**src/rtl/wec_pkg.sv**
```systemverilog
package wec_pkg;
    localparam int NTRIG = 2;
    localparam int SEL_W = (NTRIG > 1) ? $clog2(NTRIG) : 1;

    typedef enum logic [1:0] {
        ST_OFF  = 2'd0,
        ST_ON   = 2'd1,
        ST_EDGE = 2'd2
    } start_e;

    typedef enum logic [1:0] {
        RM_HOLD = 2'd0,
        RM_AUTO = 2'd1,
        RM_EDGE = 2'd2
    } rmode_e;

    typedef struct packed {
        start_e             smode;
        logic [SEL_W-1:0]   ssel;
        rmode_e             rmode;
        logic [SEL_W-1:0]   rsel;
    } mode_t;

    function automatic logic pick(input logic [NTRIG-1:0] v, input logic [SEL_W-1:0] s);
        return v[s];
    endfunction
endpackage

```
**src/rtl/wec_rise.sv**
```systemverilog
module wec_rise #(
    parameter int N = 2
) (
    input  logic         clk,
    input  logic         rst,
    input  logic [N-1:0] sig_i,
    output logic [N-1:0] rise_o
);
    logic [N-1:0] prev_q;

    always_ff @(posedge clk) begin
        if (rst) prev_q <= '0;
        else     prev_q <= sig_i;
    end

    assign rise_o = sig_i & ~prev_q;
endmodule

```
**src/rtl/wec_cfg_watch.sv**
```systemverilog
module wec_cfg_watch
    import wec_pkg::*;
#(
    parameter int CNT_W = 16
) (
    input  logic             clk,
    input  logic [CNT_W-1:0] max_i,
    input  mode_t            mode_i,
    output logic [CNT_W-1:0] max_q,
    output mode_t            mode_q,
    output logic             chg_o
);
    always_ff @(posedge clk) begin
        max_q  <= max_i;
        mode_q <= mode_i;
    end

    assign chg_o = (max_i != max_q) || (mode_i != mode_q);
endmodule

```
**src/rtl/wec_core.sv**
```systemverilog
module wec_core
    import wec_pkg::*;
#(
    parameter int CNT_W = 16
) (
    input  logic             clk,
    input  logic             rst,
    input  logic             evt_i,
    input  logic             fwd_i,
    input  logic [CNT_W-1:0] max_i,
    input  mode_t            mode_i,
    input  logic [NTRIG-1:0] rise_i,
    input  logic             chg_i,
    input  logic             rdclr_i,
    output logic [CNT_W-1:0] count_o
);
    localparam logic [CNT_W-1:0] ONE = CNT_W'(1);

    logic armed_q;
    logic start_ok;
    logic rst_edge;
    logic clr_any;
    logic at_max;
    logic at_zero;

    always_comb begin
        unique case (mode_i.smode)
            ST_ON:   start_ok = 1'b1;
            ST_EDGE: start_ok = pick(rise_i, mode_i.ssel);
            default: start_ok = 1'b0;
        endcase
    end

    assign rst_edge = (mode_i.rmode == RM_EDGE) && pick(rise_i, mode_i.rsel);
    assign clr_any  = chg_i || rdclr_i || rst_edge;
    assign at_max   = (count_o == max_i);
    assign at_zero  = (count_o == '0);

    always_ff @(posedge clk) begin
        if (rst) begin
            count_o <= '0;
            armed_q <= 1'b0;
        end else if (clr_any) begin
            count_o <= '0;
            armed_q <= 1'b0;
        end else if (!armed_q) begin
            if (at_zero && start_ok) armed_q <= 1'b1;
        end else if (evt_i) begin
            if (fwd_i) begin
                if (!at_max) begin
                    count_o <= count_o + ONE;
                end else if (mode_i.rmode == RM_AUTO) begin
                    count_o <= '0;
                    armed_q <= 1'b0;
                end
            end else if (!at_zero) begin
                count_o <= count_o - ONE;
            end
        end
    end

    p_cnt_le_max_r5: assert property (@(posedge clk) disable iff (rst)
        count_o <= max_i);

    p_no_underflow_r4: assert property (@(posedge clk) disable iff (rst)
        (evt_i && !fwd_i && at_zero && !clr_any) |=> (count_o == '0));

    p_hold_at_max_r5: assert property (@(posedge clk) disable iff (rst)
        (armed_q && evt_i && fwd_i && at_max && !clr_any && mode_i.rmode == RM_HOLD)
        |=> $stable(count_o));

    p_auto_wrap_r6: assert property (@(posedge clk) disable iff (rst)
        (armed_q && evt_i && fwd_i && at_max && !clr_any && mode_i.rmode == RM_AUTO)
        |=> (count_o == '0));

    p_reset_edge_r7: assert property (@(posedge clk) disable iff (rst)
        rst_edge |=> (count_o == '0));
endmodule

```
**src/rtl/wec_level.sv**
```systemverilog
module wec_level #(
    parameter int CNT_W = 16
) (
    input  logic             clk,
    input  logic             rst,
    input  logic [CNT_W-1:0] count_i,
    input  logic [CNT_W-1:0] on_i,
    input  logic [CNT_W-1:0] off_i,
    output logic             level_o
);
    always_ff @(posedge clk) begin
        if (rst)                    level_o <= 1'b0;
        else if (count_i == on_i)   level_o <= 1'b1;
        else if (count_i == off_i)  level_o <= 1'b0;
    end

    p_on_wins_r8: assert property (@(posedge clk) disable iff (rst)
        (count_i == on_i) |=> level_o);

    p_off_clears_r8: assert property (@(posedge clk) disable iff (rst)
        (count_i == off_i && count_i != on_i) |=> !level_o);
endmodule

```
**src/rtl/windowed_event_counter.sv**
```systemverilog
module windowed_event_counter
    import wec_pkg::*;
#(
    parameter int CNT_W = 16
) (
    input  logic             clk,
    input  logic             rst,
    input  logic             evt_i,
    input  logic             evt_rev_i,
    input  logic             enc_mode_i,
    input  logic [1:0]       trig_i,
    input  logic [CNT_W-1:0] cfg_max_i,
    input  logic [CNT_W-1:0] cfg_on_i,
    input  logic [CNT_W-1:0] cfg_off_i,
    input  logic [1:0]       cfg_start_i,
    input  logic             cfg_start_sel_i,
    input  logic [1:0]       cfg_reset_i,
    input  logic             cfg_reset_sel_i,
    input  logic             rd_clr_i,
    output logic             level_o,
    output logic [CNT_W-1:0] count_o
);
    mode_t            mode_in;
    mode_t            mode_q;
    logic [CNT_W-1:0] max_q;
    logic             chg;
    logic [NTRIG-1:0] rise;
    logic             fwd;

    assign mode_in.smode = start_e'(cfg_start_i);
    assign mode_in.ssel  = cfg_start_sel_i;
    assign mode_in.rmode = rmode_e'(cfg_reset_i);
    assign mode_in.rsel  = cfg_reset_sel_i;
    assign fwd           = !(enc_mode_i && evt_rev_i);

    wec_rise #(.N(NTRIG)) rise_i (
        .clk(clk), .rst(rst), .sig_i(trig_i), .rise_o(rise)
    );

    wec_cfg_watch #(.CNT_W(CNT_W)) watch_i (
        .clk(clk), .max_i(cfg_max_i), .mode_i(mode_in),
        .max_q(max_q), .mode_q(mode_q), .chg_o(chg)
    );

    wec_core #(.CNT_W(CNT_W)) core_i (
        .clk(clk), .rst(rst), .evt_i(evt_i), .fwd_i(fwd),
        .max_i(max_q), .mode_i(mode_q), .rise_i(rise),
        .chg_i(chg), .rdclr_i(rd_clr_i), .count_o(count_o)
    );

    wec_level #(.CNT_W(CNT_W)) level_i (
        .clk(clk), .rst(rst), .count_i(count_o),
        .on_i(cfg_on_i), .off_i(cfg_off_i), .level_o(level_o)
    );

    p_cfg_clear_r9: assert property (@(posedge clk) disable iff (rst)
        chg |=> (count_o == '0));

    p_rdclr_r10: assert property (@(posedge clk) disable iff (rst)
        rd_clr_i |=> (count_o == '0));
endmodule

```
**config.mk**
```make
export PLATFORM = sky130hd
export DESIGN_NAME = windowed_event_counter
export DESIGN_NICKNAME = d
export VERILOG_FILES = /design/src/rtl/wec_pkg.sv /design/src/rtl/wec_rise.sv /design/src/rtl/wec_cfg_watch.sv /design/src/rtl/wec_core.sv /design/src/rtl/wec_level.sv /design/src/rtl/windowed_event_counter.sv
export SDC_FILE = /design/constraint.sdc
export NUM_CORES = 1
export LEC_CHECK = 0
export ABC_AREA = 1
export ABC_CLOCK_PERIOD_IN_PS = 2650
export BUFFER_PORTS_ARGS = -buffer_cell sky130_fd_sc_hd__buf_4
export CORE_ASPECT_RATIO = 2
export CORE_UTILIZATION = 25
export CTS_CLUSTER_SIZE = 28
export DETAILED_ROUTE_END_ITERATION = 6
export GPL_ROUTABILITY_DRIVEN = 0
export GPL_TIMING_DRIVEN = 1
export PLACE_DENSITY = 0.4
export REMOVE_ABC_BUFFERS = 1
export SLEW_MARGIN = 20
export SYNTH_ARGS = -nofsm -noshare
export SYNTH_HDL_FRONTEND = slang
export SYNTH_SLANG_ARGS = --single-unit
```
**constraint.sdc**
```tcl
create_clock -name clk -period 2.65 [get_ports clk]
set_input_delay 0.265 -clock clk [delete_from_list [all_inputs] [get_ports clk]]
set_output_delay 0.265 -clock clk [all_outputs]
set_load 0.02 [all_outputs]
```
==> results_dict.tcl, run 1 <==
set metrics [dict create \
    grt-ovfl-total 0 \
    wirelength_um 11900 \
    skew_ns 0.00632 \
    synth_seq_cells 42 \
    yosysSeqAreaShare_pct 25.2 \
    synth_top_area_cell "dfxtp_1" \
    min_path_type "input pin to register" \
    antenna_found_initial 0 \
    fp.coreArea_um2 13000 \
    dp_hpwl_um 9750 \
    startpoint_type "register" \
    synthArstFlopShare_pct 0 \
    wire_per_inst_um 15.3 \
    setup_tns_ns 0 \
    slew_headroom_pct 64.1 \
    grt_pass1_vias 3521 \
    setup-violations-final 0 \
    fmax_mhz 474 \
    tightest_slew_ns 0.534 \
    ioPinCount 79 \
    arrival_ns 2.30 \
    synthFlopType "dfxtp_1" \
    fin_ws_ns 0.542 \
    firstDrtPassIters 4 \
    dieArea_um2 13900 \
    worst_path_most_repeated_cell "nand3_1" \
    rsz0062_at_grt "no" \
    power_leakage_nw 2.11 \
    numCtsBuffers 5 \
    slowest_stage "dfxtp_1" \
    worst_setup_path_end_kind "register" \
    synth_edf_count 0 \
    met3WireLength_um 316 \
    r2r_cells 11 \
    cts.htree.levels 2 \
    finish.net_count 693 \
    path_cells "inv_2 > ha_1 > nand3_1 > nor2_1 > nand4_1 > nand2_1 > inv_1 > nand2_4 > inv_4 > nand3_1 > and2_1" \
    finalPower_mw 1.61 \
    hold_violations 0 \
    p_comb_share_pct 12.8 \
    slowest_delay_ns 0.57 \
    synthDistinctLibCells 32 \
    root_buffer "clkbuf_16" \
    drc 0 \
    rr_endpoint "core_i.count_o[13]" \
    avgSynthCellArea_um2 6.06 \
    start_util_pct 25.7 \
    portBuffers 78 \
    cap_violations 0 \
    period_share_pct 79.6 \
    p_sw_uw 399 \
    cp_max_fo 18 \
    syn_area_um2 3340 \
    clk_path_buf_depth 2 \
    cp.required_ns 2.84 \
    grt_pass1_wl_um 18500 \
    cts.sinks 42 \
    r2r_setup_slack_ns 0.54 \
    internal_power_mw 1.21 \
    cts_tree "yes" \
    synthTopCellsByCount "nand2_1, nor2_1, inv_1, dfxtp_1" \
    fin_crit_ns 2.11 \
    vias_per_cell 4.53 \
    routed-wl-met2_um 6800 \
    ys_top_cells_by_area "dfxtp_1, nand2_1, nor2_1, inv_1, xnor2_1" \
    die_w_um 83.7 \
    power_density_nw_per_um2 382 \
    final_core_util_pct 32.3 \
    status "completed" \
    drive_gt1_share_pct 20.4 \
    clk_pin_slew_ns 0.07 \
    place_inst 772 \
    globalRouteTotalUtil_pct 17.7 \
    maxSlewViolCount 0 \
    r2r-start "core_i.count_o[1]" \
    syn-instance-count 551 \
    finalInstanceArea_um2 4200 \
    fp-row-count 59 \
    cp-startpoint "core_i.count_o[1]" \
    critPathKind "register to register" \
    cts_resized 0 \
    synth.most_common_cell "nand2_1" \
    drtIter0Drc 185 \
    yosys_warnings 0 \
    ir_drop_v 0.000238 \
    final_cells 780 \
    swShare_pct 24.9 \
    seqPwrFrac_pct 41.3 \
    hold_slack_ns 0.0815 \
    grt_max_degree 22 \
    route.top_layer_used "met4" \
    pwr-share-clk_pct 45.9 \
    vias 3533 \
    yosys.area.top_type_share_pct 25.2 \
    area_growth_pct 25.9 \
    cp-endpoint "core_i.count_o[13]" \
    wl_met1_um 4360 \
    postCtsHoldBufs 0 \
    n_antenna_cell 0 \
    die-height_um 165 \
    dpl_cell_area_um2 4040 \
    postRouteAntennaNets 0 \
    pre_cts_ws_ns 0.518 \
    clk_latency_ns 0.29 \
    cts_setup_buffers 0 \
]
worst max-delay path: cells and delay by family (launching register included):
kind                       cells  cell delay, ns
adders and majority gates      1            0.24
buffers and inverters          3            0.44
DFF                            1            0.57
and+or+nand+nor                7            0.73
sequential cells by signal, indices dropped and copies added (netlist names):
register,flops
core_i.count_o,16
rise_i.prev_q,2
watch_i.max_q,16
watch_i.mode_q,6
level_i.level_o,1
core_i.armed_q,1
logic make-up after synthesis:
| group | after synthesis | share of synthesized area, % |
|---|---|---|
| simple gates | 316 | 40.2 |
| fa+ha+maj | 4 | 1.50 |
| compound gates | 59 | 9.97 |
| flops | 42 | 25.2 |
| buf+inv | 93 | 13.4 |
| xor+xnor | 37 | 9.70 |
per-layer routing:
metal  GRT usage [%]  vias up
li1                -     1866
met4            8.40        0
met2            36.0       59
met3            2.09       17
met5               0        -
met1            17.4     1591
area by class of cell:
type,count,area [um2]
Clock buffer,6,129
Tap cell,152,190
Fill cell,1507,8790
Clock inverter,2,37.5
Timing Repair Buffer,91,683
Sequential cell,42,841
Inverter,71,272
Multi-Input combinational cell,416,2050
power by group through the flow:
stage / Sequential (mW) / Combinational (mW) / Clock (mW)
6_report: 0.664 / 0.206 / 0.736
3_3_place_gp: 0.679 / 0.209 / 0
5_1_grt: 0.667 / 0.232 / 0.766
4_1_cts: 0.664 / 0.211 / 0.752
3_5_place_dp: 0.679 / 0.210 / 0
2_1_floorplan: 0.675 / 0.0984 / 0
how the worst min path moves through the flow:
stage / start / endpoint / slack (ns) / depth (start not counted)
after detailed placement: cfg_reset_i[0] / watch_i.mode_q[1] / 0.38 / 1
after CTS: cfg_reset_i[0] / watch_i.mode_q[1] / 0.08 / 1
after global placement: cfg_reset_i[0] / watch_i.mode_q[1] / 0.38 / 1
after floorplan: cfg_max_i[0] / watch_i.max_q[0] / 0.29 / 0
final: cfg_reset_i[0] / watch_i.mode_q[1] / 0.08 / 1
after global routing: cfg_max_i[11] / watch_i.max_q[11] / 0.08 / 1
placed cells by master (no fill, tap or decap), types with 5 or more instances in the layout:
cell type / count
nand4_1: 13
a21oi_1: 10
inv_1: 58
nor2_1: 93
or2_2: 6
o21bai_1: 11
clkbuf_16: 5
dfxtp_1: 42
xnor2_1: 22
nand2_1: 149
buf_4: 91
xor2_1: 15
nand3_1: 35
inv_2: 11
o21ai_0: 35
Power figures use the tool's default switching activity.
==> run 2: changes to the inputs <==
--- a/config.mk
+++ b/config.mk
@@ -5,8 +5,8 @@
 export SDC_FILE = /design/constraint.sdc
 export NUM_CORES = 1
 export LEC_CHECK = 0
-export ABC_AREA = 1
-export ABC_CLOCK_PERIOD_IN_PS = 2650
+export ABC_AREA = 0
+export ABC_CLOCK_PERIOD_IN_PS = 1900
 export BUFFER_PORTS_ARGS = -buffer_cell sky130_fd_sc_hd__buf_4
 export CORE_ASPECT_RATIO = 2
 export CORE_UTILIZATION = 25
@@ -14,7 +14,7 @@
 export DETAILED_ROUTE_END_ITERATION = 6
 export GPL_ROUTABILITY_DRIVEN = 0
 export GPL_TIMING_DRIVEN = 1
-export PLACE_DENSITY = 0.4
+export PLACE_DENSITY = 0.43
 export REMOVE_ABC_BUFFERS = 1
 export SLEW_MARGIN = 20
 export SYNTH_ARGS = -nofsm -noshare
==> constraint.sdc (replaced) <==
create_clock -name clk -period 1.9 [get_ports clk]
set_input_delay 0.19 -clock clk [delete_from_list [all_inputs] [get_ports clk]]
set_output_delay 0.19 -clock clk [all_outputs]
set_load 0.02 [all_outputs]
==> run 2 against run 1 <==
The run now ends with setup timing left. Worst setup slack got worse by 0.74 ns. Fmax rose by 0.37%. Register-to-register slack got worse by 0.74 ns. Area after synthesis fell by 14%. Total power rose by 30%. Global-route usage rose by 0.33 points. Utilization rose by 5.0 points. Sequential power rose by 40%. Largest power group is now sequential cells. Highest routed layer unchanged.
==> results_dict.tcl, run 2 <==
set metrics [dict create \
    maxSlewViolCount 0 \
    clk_latency_ns 0.29 \
    cp_max_fo 5 \
    rsz0062_at_grt "yes" \
    holdPathStages 1 \
    final_cells 603 \
    ys_top_cells_by_area "dfxtp_1, xnor2_1, xor2_1, nor4_1, nand4_1" \
    critPathKind "register to register" \
    setup_tns_ns -2.76 \
    grt_max_degree 30 \
    n_antenna_cell 0 \
    setup-violations-final 16 \
    grt-ovfl-total 0 \
    synth_top_area_cell "dfxtp_1" \
    final_core_util_pct 37.4 \
    root_buffer "clkbuf_16" \
    fin_crit_ns 2.10 \
    synthDistinctLibCells 45 \
    period_share_pct 111 \
    dieArea_um2 11900 \
    syn-instance-count 339 \
    die-height_um 154 \
    pre_cts_ws_ns -0.303 \
    yosys_warnings 0 \
    slowest_delay_ns 0.54 \
    grt_pass1_wl_um 16100 \
    grt_pass1_vias 3071 \
    synthFlopType "dfxtp_1" \
    wire_per_inst_um 17.3 \
    dp_hpwl_um 8380 \
    cts.htree.levels 2 \
    drc 0 \
    tightest_slew_ns 0.439 \
    status "complete, but fails checks" \
    reg_top3 "core_i.count_o: 16 flops, watch_i.max_q: 16 flops, watch_i.mode_q: 6 flops" \
    drive_gt1_share_pct 38.2 \
    drtIter0Drc 137 \
    synth_edf_count 0 \
    power_leakage_nw 1.76 \
    slew_headroom_pct 70.0 \
    cts_tree "yes" \
    synth_seq_cells 42 \
    fp.coreArea_um2 11200 \
    cts.sinks 42 \
    final_cell_mix "buf_4, xnor2_1, dfxtp_1" \
    postRouteAntennaNets 0 \
    firstDrtPassIters 4 \
    area_growth_pct 46.1 \
    fill_cells 1170 \
    worst_setup_path_end_kind "register" \
    finish.net_count 526 \
    numCtsBuffers 5 \
    synthArstFlopShare_pct 0 \
    violations "setup timing" \
    place_inst 589 \
    slowest_stage "or4_4" \
    vias_per_cell 4.89 \
    fmax_mhz 476 \
    startpoint_type "register" \
    hold_violations 0 \
    synthTopCellsByCount "xnor2_1, dfxtp_1, xor2_1, nor4_1, o21ai_0" \
    ir_drop_v 0.000431 \
    clk_pin_slew_ns 0.07 \
    globalRouteTotalUtil_pct 18.1 \
    cap_violations 0 \
    arrival_ns 2.31 \
    power_density_nw_per_um2 500 \
    avgSynthCellArea_um2 8.46 \
    vias 2947 \
    synth.most_common_cell "xnor2_1" \
    cp.required_ns 2.11 \
    path_cells "or4_4 > or3_4 > o311ai_4 > a31o_4 > buf_6 > a211oi_2 > a211oi_1" \
    skew_ns 0.0112 \
    syn_area_um2 2870 \
    fin_ws_ns -0.200 \
    mostFrequentLayoutCell "buf_4" \
    antenna_found_initial 0 \
    min_path_type "input pin to register" \
    yosysSeqAreaShare_pct 29.3 \
    wirelength_um 10500 \
    ioPinCount 79 \
    r2r_cells 7 \
    yosys.area.top_type_share_pct 29.3 \
    clk_path_buf_depth 2 \
    die_w_um 77.8 \
    start_util_pct 25.6 \
    fp-row-count 55 \
    portBuffers 78 \
]
[run 2: cell count changes in the layout (fill, tap and decap cells not counted), moves of 24 or more]
cell	change
o21ai_0	-24
nand3_1	-27
nand2_1	-139
xnor2_1	+29
inv_1	-51
nor2_1	-78
buf_4	+43
[run 2: layout make-up]
class	count	area (um2)	area share, %
Clock inverter	3	23.8	0.567
Inverter	7	26.3	0.627
Clock buffer	5	125	2.99
Multi-Input combinational cell	264	1910	45.6
Timing Repair Buffer	140	1080	25.8
Tap cell	142	178	4.24
Sequential cell	42	846	20.2
[run 2: what timing repair did]
action                                  in CTS  in global routing
buffers inserted                             4                  0
gates resized for setup                      8                 15
hold buffers                                 0                  2
hold endpoints to repair                     0                  2
pin swaps                                    2                  2
cloned                                       0                  0
endpoints found under the setup margin      17                 17
[run 2: report_power, final]
| group | internal (mW) | leakage, nW | total (mW) | switching (mW) |
|---|---|---|---|---|
| logic | 0.166 | 1.34 | 0.280 | 0.114 |
| clock network | 0.492 | 0.0664 | 0.883 | 0.391 |
| registers | 0.908 | 0.349 | 0.930 | 0.0226 |
[run 2: routing by layer]
metal  vias up  global-route usage, %  part of all wire (%)
met4         0                   10.9                   5.0
li1       1457                      -                     -
met5         -                      0                     0
met1      1381                   17.0                    35
met2        86                   35.4                    56
met3        23                   2.73                   3.9
[run 2: path summary, 6_finish.rpt]
kind	startpoint	endpoint	slack, ns
min	cfg_reset_sel_i	watch_i.mode_q[0]	0.01
max reg2reg	core_i.count_o[11]	core_i.count_o[1]	-0.20
max	core_i.count_o[11]	core_i.count_o[1]	-0.20
min reg2reg	level_i.level_o	level_i.level_o	0.51
[run 2: critical path, delay by kind of cell (launching register included)]
| family | cells | cell delay, ns |
|---|---|---|
| buf+inv | 1 | 0.12 |
| simple gates | 2 | 0.90 |
| flops | 1 | 0.32 |
| compound gates | 4 | 0.67 |
[run 2: kinds of logic (layout without fill, tap and decap cells)]
| group | count (synthesis) | count (layout) | share of synthesized area, % |
|---|---|---|---|
| simple gates | 114 | 114 | 23.7 |
| xor+xnor | 77 | 77 | 23.5 |
| compound gates | 69 | 69 | 16.2 |
| flops | 42 | 42 | 29.3 |
| buf+inv | 33 | 155 | 5.54 |
| fa+ha+maj | 4 | 4 | 1.74 |
[run 2: stage by stage]
stage,hold WS (ns),power [mW],area (um2)
final,0.0131,2.09,4190
after global routing,0.00141,2.19,4190
after CTS,0.00500,2.12,4140
after detailed placement,0.311,1.23,3930
after global placement,0.309,1.23,3930
after floorplan,0.218,1.07,2740
==> run 3: changes to the inputs <==
--- a/config.mk
+++ b/config.mk
@@ -14,7 +14,7 @@
 export DETAILED_ROUTE_END_ITERATION = 6
 export GPL_ROUTABILITY_DRIVEN = 0
 export GPL_TIMING_DRIVEN = 1
-export PLACE_DENSITY = 0.43
+export PLACE_DENSITY = 0.54
 export REMOVE_ABC_BUFFERS = 1
 export SLEW_MARGIN = 20
 export SYNTH_ARGS = -nofsm -noshare
==> run 3 against run 2 <==
The run still ends with setup timing left. Cell count is the same. Clock skew is 0.0077 ns lower. Wire length fell by 2.3%. Die area did not move. Total power down 0.88%. Design area shrank 0.12%. Fmax fell by 7.0%. Via count grew 2.7%. Global-route usage decreased by 0.75 points. Flip-flop and latch count did not move. Hold slack gained 0.0013 ns. Critical path type unchanged.
==> results_dict.tcl, run 3 (synthesized netlist as in run 2, its figures left out) <==
set metrics [dict create \
    status "complete, but fails checks" \
    violations "setup timing" \
    cp.required_ns 2.12 \
    fin_crit_ns 2.26 \
    ioPinCount 79 \
    grt_pass1_vias 2972 \
    power_leakage_nw 1.76 \
    globalRouteTotalUtil_pct 17.3 \
    slew_headroom_pct 71.6 \
    ir_drop_v 0.000416 \
    cts.sinks 42 \
    fin_ws_ns -0.358 \
    start_util_pct 25.6 \
    slowest_stage "or4_4" \
    dieArea_um2 11900 \
    clk_path_buf_depth 2 \
    root_buffer "clkbuf_16" \
    n_antenna_cell 0 \
    drtIter0Drc 260 \
    rsz0062_at_grt "yes" \
    area_growth_pct 45.9 \
    dp_hpwl_um 8000 \
    finish.net_count 526 \
    portBuffers 78 \
    cts_tree "yes" \
    cp_max_fo 7 \
    power_density_nw_per_um2 496 \
    clk_pin_slew_ns 0.06 \
    min_path_type "input pin to register" \
    firstDrtPassIters 4 \
    fmax_mhz 443 \
    final_cell_mix "buf_4, xnor2_1, dfxtp_1" \
    postRouteAntennaNets 0 \
    skew_ns 0.00350 \
    maxSlewViolCount 0 \
    wirelength_um 10200 \
    postCtsHoldBufs 0 \
    fp.coreArea_um2 11200 \
    grt-ovfl-total 0 \
    final_core_util_pct 37.3 \
    grt_pass1_wl_um 15600 \
    arrival_ns 2.48 \
    vias 3028 \
    grt_max_degree 30 \
    cap_violations 0 \
    mostFrequentLayoutCell "buf_4" \
    slowest_delay_ns 0.53 \
    period_share_pct 119 \
    hold_violations 0 \
    tightest_slew_ns 0.415 \
    setup-violations-final 16 \
    fp-row-count 55 \
    critPathKind "register to register" \
    reg_top3 "core_i.count_o: 16 flops, watch_i.max_q: 16 flops, watch_i.mode_q: 6 flops" \
    worst_setup_path_end_kind "register" \
    clk_latency_ns 0.29 \
    numCtsBuffers 5 \
    wire_per_inst_um 16.9 \
    die-height_um 154 \
    die_w_um 77.8 \
    startpoint_type "register" \
    antenna_found_initial 0 \
    path_cells "or4_4 > or3_4 > o311ai_4 > buf_4 > a31o_4 > clkbuf_16 > o21ai_2 > a21oi_2" \
    vias_per_cell 5.02 \
    finalPower_mw 2.08 \
    pre_cts_ws_ns -0.385 \
    place_inst 590 \
    final_cells 603 \
    hold_slack_ns 0.0144 \
    drive_gt1_share_pct 37.5 \
    r2r_cells 8 \
    holdPathStages 1 \
    drc 0 \
    cts.htree.levels 2 \
]
-- run 3: path summary, 6_finish.rpt --
kind,start,endpoint,slack [ns]
worst max-delay path,core_i.count_o[13],core_i.count_o[8],-0.36
worst min-delay path,cfg_max_i[3],watch_i.max_q[3],0.01
worst max register to register,core_i.count_o[13],core_i.count_o[8],-0.36
worst min register to register,level_i.level_o,level_i.level_o,0.51
-- run 3: area by class of cell --
cell class	instances	area, um2
Fill cell	1144	7030
Multi-Input combinational cell	264	1900
Timing Repair Buffer	140	1090
Sequential cell	42	843
Tap cell	142	178
Clock buffer	5	125
Inverter	7	26.3
Clock inverter	3	21.3
-- run 3: worst max-delay path: cells and delay by family (launching register included) --
kind                   cells  cell delay (ns)
AO/OA/AOI/OAI              4             0.57
buffers and inverters      2             0.34
AND/OR/NAND/NOR            2             0.95
flip-flops                 1             0.32
-- run 3: report_power, final --
part	internal (mW)	switching [mW]
sequential	0.908	0.0217
clock	0.487	0.373
combinational	0.172	0.114
-- run 3: repair_timing --
action,CTS,global route
setup endpoints to repair,16,17
setup buffers,3,1
gates resized for setup,1,13
cloned,0,1
pin swaps,2,20
-- run 3: layer usage --
metal / global-route usage, % / share of wire, % / vias up
li1: - / - / 1462
met1: 17.5 / 36 / 1408
met2: 31.7 / 53 / 130
met3: 2.49 / 5.2 / 28
met4: 12.1 / 6.1 / 0
met5: 0 / 0 / -
-- run 3: metrics by stage --
step	setup TNS (ns)	area, um2
6_report	-5.11	4190
5_1_grt	-6.17	4190
4_1_cts	-4.56	4120
3_5_place_dp	-4.75	3930
3_3_place_gp	-4.18	3930
2_1_floorplan	-44.80	2740
